==> config.mk <==
export PLATFORM = sky130hd
export DESIGN_NAME = quad_step_emitter
export DESIGN_NICKNAME = d
export VERILOG_FILES = /design/src/rtl/qg_pkg.sv /design/src/rtl/qg_backlog.sv /design/src/rtl/qg_position.sv /design/src/rtl/qg_zero_decode.sv /design/src/rtl/quad_step_emitter.sv
export SDC_FILE = /design/constraint.sdc
export NUM_CORES = 1
export LEC_CHECK = 0
export BUFFER_PORTS_ARGS = -buffer_cell sky130_fd_sc_hd__buf_4
export CORE_UTILIZATION = 60
export CTS_BUF_LIST = sky130_fd_sc_hd__clkbuf_4 sky130_fd_sc_hd__clkbuf_8 sky130_fd_sc_hd__clkbuf_16
export CTS_CLUSTER_SIZE = 24
export DETAILED_ROUTE_END_ITERATION = 10
export MAX_ROUTING_LAYER = met4
export PLACE_DENSITY = 0.87
export SLEW_MARGIN = 20
export SYNTH_ARGS = -nofsm -noshare
export SYNTH_HDL_FRONTEND = slang
export SYNTH_SLANG_ARGS = --single-unit
==> constraint.sdc <==
create_clock -name clk_i -period 4.5 [get_ports clk_i]
set_input_delay 0.9 -clock clk_i [delete_from_list [all_inputs] [get_ports clk_i]]
set_output_delay 0.9 -clock clk_i [all_outputs]
set_load 0.01 [all_outputs]
==> src/rtl/qg_pkg.sv <==
package qg_pkg;
  // quadrature levels for the low two bits of the step index
  function automatic logic quad_a(input logic [1:0] idx);
    return idx[1] ^ idx[0];
  endfunction
  function automatic logic quad_b(input logic [1:0] idx);
    return idx[1];
  endfunction
endpackage

==> src/rtl/qg_backlog.sv <==
module qg_backlog #(
  parameter int BL_W = 4
) (
  input  logic                   clk_i,
  input  logic                   rst_ni,
  input  logic                   req_i,
  input  logic                   fwd_i,
  output logic                   emit_o,
  output logic                   emit_fwd_o,
  output logic                   ovf_o,
  output logic signed [BL_W-1:0] bl_o
);
  localparam int LIM = 2**(BL_W-1) - 1;
  localparam logic signed [BL_W+1:0] LIM_P = (BL_W+2)'(LIM);
  localparam logic signed [BL_W+1:0] LIM_N = -LIM_P;
  localparam logic signed [BL_W+1:0] P1    = (BL_W+2)'(1);
  localparam logic signed [BL_W+1:0] M1    = -P1;

  logic signed [BL_W-1:0] bl_q, bl_d;
  logic                   gap_q, gap_d;
  logic signed [BL_W+1:0] bl_ext, in_v, out_v, sum;

  always_comb begin
    emit_o     = (bl_q != '0) && !gap_q;
    emit_fwd_o = !bl_q[BL_W-1];
    bl_ext     = {{2{bl_q[BL_W-1]}}, bl_q};
    in_v       = req_i ? (fwd_i ? P1 : M1) : '0;
    out_v      = emit_o ? (emit_fwd_o ? P1 : M1) : '0;
    sum        = bl_ext + in_v - out_v;
    ovf_o      = (sum > LIM_P) || (sum < LIM_N);
    if (sum > LIM_P)      bl_d = LIM_P[BL_W-1:0];
    else if (sum < LIM_N) bl_d = LIM_N[BL_W-1:0];
    else                  bl_d = sum[BL_W-1:0];
    gap_d      = emit_o;
  end

  always_ff @(posedge clk_i or negedge rst_ni) begin
    if (!rst_ni) begin
      bl_q  <= '0;
      gap_q <= 1'b0;
    end else begin
      bl_q  <= bl_d;
      gap_q <= gap_d;
    end
  end

  assign bl_o = bl_q;
endmodule

==> src/rtl/qg_position.sv <==
module qg_position #(
  parameter int POS_W = 8
) (
  input  logic             clk_i,
  input  logic             rst_ni,
  input  logic             emit_i,
  input  logic             fwd_i,
  input  logic [POS_W-1:0] steps_i,
  output logic [POS_W-1:0] pos_o
);
  logic [POS_W-1:0] pos_q, pos_d, last;

  always_comb begin
    last  = steps_i - 1'b1;
    pos_d = pos_q;
    if (emit_i) begin
      if (fwd_i) pos_d = (pos_q == last) ? '0 : pos_q + 1'b1;
      else       pos_d = (pos_q == '0) ? last : pos_q - 1'b1;
    end
  end

  always_ff @(posedge clk_i or negedge rst_ni) begin
    if (!rst_ni)     pos_q <= '0;
    else if (emit_i) pos_q <= pos_d;
  end

  assign pos_o = pos_q;
endmodule

==> src/rtl/qg_zero_decode.sv <==
module qg_zero_decode #(
  parameter int POS_W = 8
) (
  input  logic [POS_W-1:0] pos_i,
  input  logic [POS_W-1:0] steps_i,
  input  logic [2:0]       sel_i,
  output logic             zx_o
);
  logic [POS_W+2:0] mark;

  always_comb begin
    mark = {{POS_W{1'b0}}, sel_i} * {3'b000, (steps_i >> 3)};
    zx_o = (mark == {3'b000, pos_i});
  end
endmodule

==> src/rtl/quad_step_emitter.sv <==
module quad_step_emitter #(
  parameter int POS_W = 8,
  parameter int BL_W  = 4
) (
  input  logic             clk_i,
  input  logic             rst_ni,
  input  logic             step_req_i,
  input  logic             step_fwd_i,
  input  logic [POS_W-1:0] steps_per_cyc_i,
  input  logic [2:0]       zero_sel_i,
  input  logic             err_en_i,
  output logic             ax_o,
  output logic             bx_o,
  output logic             axb_o,
  output logic             zx_o,
  output logic             err_no
);
  import qg_pkg::*;

  logic [1:0]             rsync_q;
  logic                   rst_s;
  logic                   emit, emit_fwd, ovf;
  logic signed [BL_W-1:0] bl_w;
  logic [POS_W-1:0]       pos;
  logic                   err_q, err_d;

  // reset asserted at once, released after two clocks
  always_ff @(posedge clk_i or negedge rst_ni) begin
    if (!rst_ni) rsync_q <= 2'b00;
    else         rsync_q <= {rsync_q[0], 1'b1};
  end
  assign rst_s = rsync_q[1];

  qg_backlog #(.BL_W(BL_W)) u_backlog (
    .clk_i(clk_i), .rst_ni(rst_s), .req_i(step_req_i), .fwd_i(step_fwd_i),
    .emit_o(emit), .emit_fwd_o(emit_fwd), .ovf_o(ovf), .bl_o(bl_w)
  );

  qg_position #(.POS_W(POS_W)) u_position (
    .clk_i(clk_i), .rst_ni(rst_s), .emit_i(emit), .fwd_i(emit_fwd),
    .steps_i(steps_per_cyc_i), .pos_o(pos)
  );

  qg_zero_decode #(.POS_W(POS_W)) u_zero (
    .pos_i(pos), .steps_i(steps_per_cyc_i), .sel_i(zero_sel_i), .zx_o(zx_o)
  );

  always_comb err_d = err_q | ovf;

  always_ff @(posedge clk_i or negedge rst_s) begin
    if (!rst_s) err_q <= 1'b0;
    else        err_q <= err_d;
  end

  assign ax_o   = quad_a(pos[1:0]);
  assign bx_o   = quad_b(pos[1:0]);
  assign axb_o  = pos[0];
  assign err_no = !(err_q && err_en_i);
endmodule

==> run summary <==
The flow ran to the end, and the final reports show no timing, DRC or antenna violations. The highest clock rate is 238 MHz. After synthesis, the most frequently instantiated cells are 17 x ha_1, 17 x xnor2_1, 16 x dfrtp_1, 16 x inv_1, 16 x nand2_1.

By area the synthesized netlist is led by dfrtp_1 20%, ha_1 11%, fa_1 8.1%. The proportion of layout cells with a drive suffix above 1 came out at 12.7%. The count of cell types in the netlist is 47. The share of the synthesized area in the top cell type came out at 20.3%.

The detailed-route via count is 1749. The number of hold-slack violations in the final timing report is 0. The peak supply drop came out at 0.670 mV. The net count of the mapped netlist came out at 278. The number of routed nets with antenna violations came out at 0.

The slowest stage cell on the critical path is fa_1. The global route total overflow came out at 0. The antenna diode instance count is 0. In the final routed layout, each cell accounts on average for 15.2 µm. The biggest area contributor in the post-synthesis netlist is dfrtp_1. The async set-or-reset flop fraction in the synthesized netlist came out at 100%. The die is 59.3 µm tall. The via count of the first global-routing pass was 1668. Clock skew on the completed layout was measured at 15.3 ps.

The total number of H-tree levels is 1. Of the available clock period, the critical path in the final layout requires 93.2%. The summed instance area of the synthesized netlist came out at 1970 µm². The first-pass GRT wire length came out at 7580 µm. The max-slew violation total from the final report came to 0. For this design the ratio of total power to cell area is 647 nW/µm². Counting stages on the worst path, the most repeated cell is a21o_1. TritonCTS built the clock tree.

The required arrival time at the worst endpoint came out at 3600 ps. After routing, the total negative slack on setup checks comes to 0 ps. The number of enable flip-flop cells after synthesis is 0. After the first detailed-routing iteration, the DRC count stood at 236. The dominant register cell in the synthesized netlist is dfrtp_1. The die outline area is 3520 µm².

The worst min-delay path category is flip-flop to async pin. In this run the tightest slew margin relative to its limit is 61.3%. The actual transition at the worst max-transition pin is 580 ps. The post-CTS setup-driven buffer insertion count came out at 0.

The worst path in the final design needs a cycle of 4190 ps, including I/O delays and setup. The critical path goes through buf_4 > and2_1 > fa_1 > ha_1 > a21o_1 > a21o_1 > a21o_1 > a21oi_1 > xnor2_1 > nor4_1 > buf_4. The number of nets in the layout is 294. The count of endpoints failing setup in the final report came out at 0. The mean number of vias per cell came out at 5.91. The initial antenna violation count is 0. Setup repair after global routing left no endpoint under its margin.

The delay contributed by the slowest stage of the critical path came out at 540 ps. The area overhead of the layout relative to synthesis is 10.6%. The clock sink count is 16. The starting density of the core came out at 64.1%.

The clock root buffer is clkbuf_4. The largest fanout on the critical path came out at 5. The half-perimeter wire length after detailed placement came out at 3520 µm.

Before CTS, the worst setup slack after placement is 271 ps. The class of the most critical setup path is primary input to primary output. Port buffering added 20 buffers. For this run, the number of Yosys warnings is 0. STA classifies the critical path startpoint as a primary input. The post-synthesis sequential area ratio came out at 20.3%.

The number of core rows came out at 20. Before antenna repair, the detailed router went through 5 iterations. Synthesis produced a netlist whose cell count is 237. In the routed design, unresolved DRC markers number 0. The total I/O pin count is 21. The average size of a mapped cell came out at 8.32 µm². The congestion estimate from routability-driven global placement came to 0.878. For the worst setup path, the data arrival time is 3290 ps.

The synthesis-stage register bit count is 16. Counting the buffers created by CTS gives 3. The area inside the core boundary is 3080 µm². The width of the die is 59.3 µm.

The total routing resource utilization after global routing is 29.4%. Entering global routing, the biggest net connects 16 pins. The maximum clock insertion buffer count came out at 2. The final layout contains routed wiring with a total length of 4490 µm. The clock-pin slew of the registers on the worst-case setup and hold paths is 110 ps. The number of maximum-capacitance violations came out at 0. The post-cts repair resize count is 0.

The worst setup path is captured at a primary output. The setup slack of the critical path after layout is 307 ps. The count of hold-fix buffers inserted at cts came out at 0. The clock latency at the later pin of the worst-skew pair came out at 300 ps. The leakage power total came out at 0.999 nW.
[logic make-up (layout without fill, tap and decap cells)]
group / after synthesis / after routing / share of synthesized area, %
xor gates and xnor gates: 28 / 28 / 12.4
buffers and inverters: 28 / 43 / 5.65
AOI/OAI and AO/OA: 50 / 50 / 17.1
muxes: 4 / 4 / 2.03
DFF: 16 / 16 / 20.3
adders and majority gates: 25 / 25 / 18.9
and+or+nand+nor: 85 / 85 / 23.4
other: 1 / 1 / 0.190
[per-stage QoR]
step                instance area [µm²]  instances  hold slack, ps  power [mW]  util (%)
floorplan                          1970        237             174        1.08         -
global placement                   2140        292             247        1.25      69.7
detailed placement                 2140        292             277        1.29      69.7
CTS                                2180        296             264        1.40      70.9
global route                       2180        296             313        1.54      70.9
finish                             2180        296             223        1.41      70.9
[routing by layer]
| layer | wire, µm | GRT usage (%) |
|---|---|---|
| met4 | 44 | 8.50 |
| met1 | 1990 | 40.6 |
| met5 | 0 | - |
| met3 | 242 | 4.59 |
| met2 | 2210 | 44.6 |
[sequential cells by signal, summed over array words and instances (netlist names)]
| signal | flops |
|---|---|
| u_position.pos_o | 8 |
| u_backlog.gap_q | 1 |
| err_q | 1 |
| rsync_q | 2 |
| u_backlog.bl_o | 4 |
[critical path, delay by kind of cell]
| family | cells | cell delay [ps] |
|---|---|---|
| and+or+nand+nor | 2 | 460 |
| AOI/OAI and AO/OA | 4 | 690 |
| adders and majority gates | 2 | 860 |
| xor gates and xnor gates | 1 | 90 |
| buffers and inverters | 2 | 290 |
[cell type report]
cell class                      instances  area [µm²]
Multi-Input combinational cell        193        1460
Fill cell                             269         897
Sequential cell                        16         400
Timing Repair Buffer                   22         165
Inverter                               17        63.8
Tap cell                               44        55.1
Clock buffer                            4        36.3
[path summary, 6_finish.rpt]
kind	to	from	depth (start not counted)	slack [ps]
setup / recovery	zx_o	zero_sel_i[2]	11	310
hold / removal	u_position.pos_o[6]$_DFFE_PN0N_	rsync_q[1]$_DFF_PN0_	0	220
setup reg to reg	err_q$_DFF_PN0_	u_backlog.bl_o[1]$_DFF_PN0_	14	760
hold reg to reg	u_position.pos_o[6]$_DFFE_PN0N_	rsync_q[1]$_DFF_PN0_	0	220
max in group asynchronous	u_backlog.bl_o[2]$_DFF_PN0_	rsync_q[1]$_DFF_PN0_	0	3880
min in group clk_i	rsync_q[1]$_DFF_PN0_	rsync_q[0]$_DFF_PN0_	0	380
[placed cells by master (no fill, tap or decap), types with 2 or more instances in the layout]
master	count
buf_4	22
xnor2_1	17
ha_1	17
inv_1	16
nand2_1	16
dfrtp_1	16
a21oi_1	15
nor2_1	15
and2_1	14
xor2_1	11
nor3_1	9
fa_1	8
o21ai_0	7
nor2b_1	6
a21o_1	6
nand3_1	6
o31ai_1	6
mux2i_1	4
a22oi_1	4
nor4_1	3
nand2b_1	3
clkbuf_4	3
nor3b_1	2
or3_1	2
[where the power goes]
part	switching, mW	leakage, nW	internal, mW
clock network	0.0514	0.0210	0.0493
logic	0.525	0.802	0.450
registers	0.129	0.176	0.206
Power figures use the tool's default switching activity.
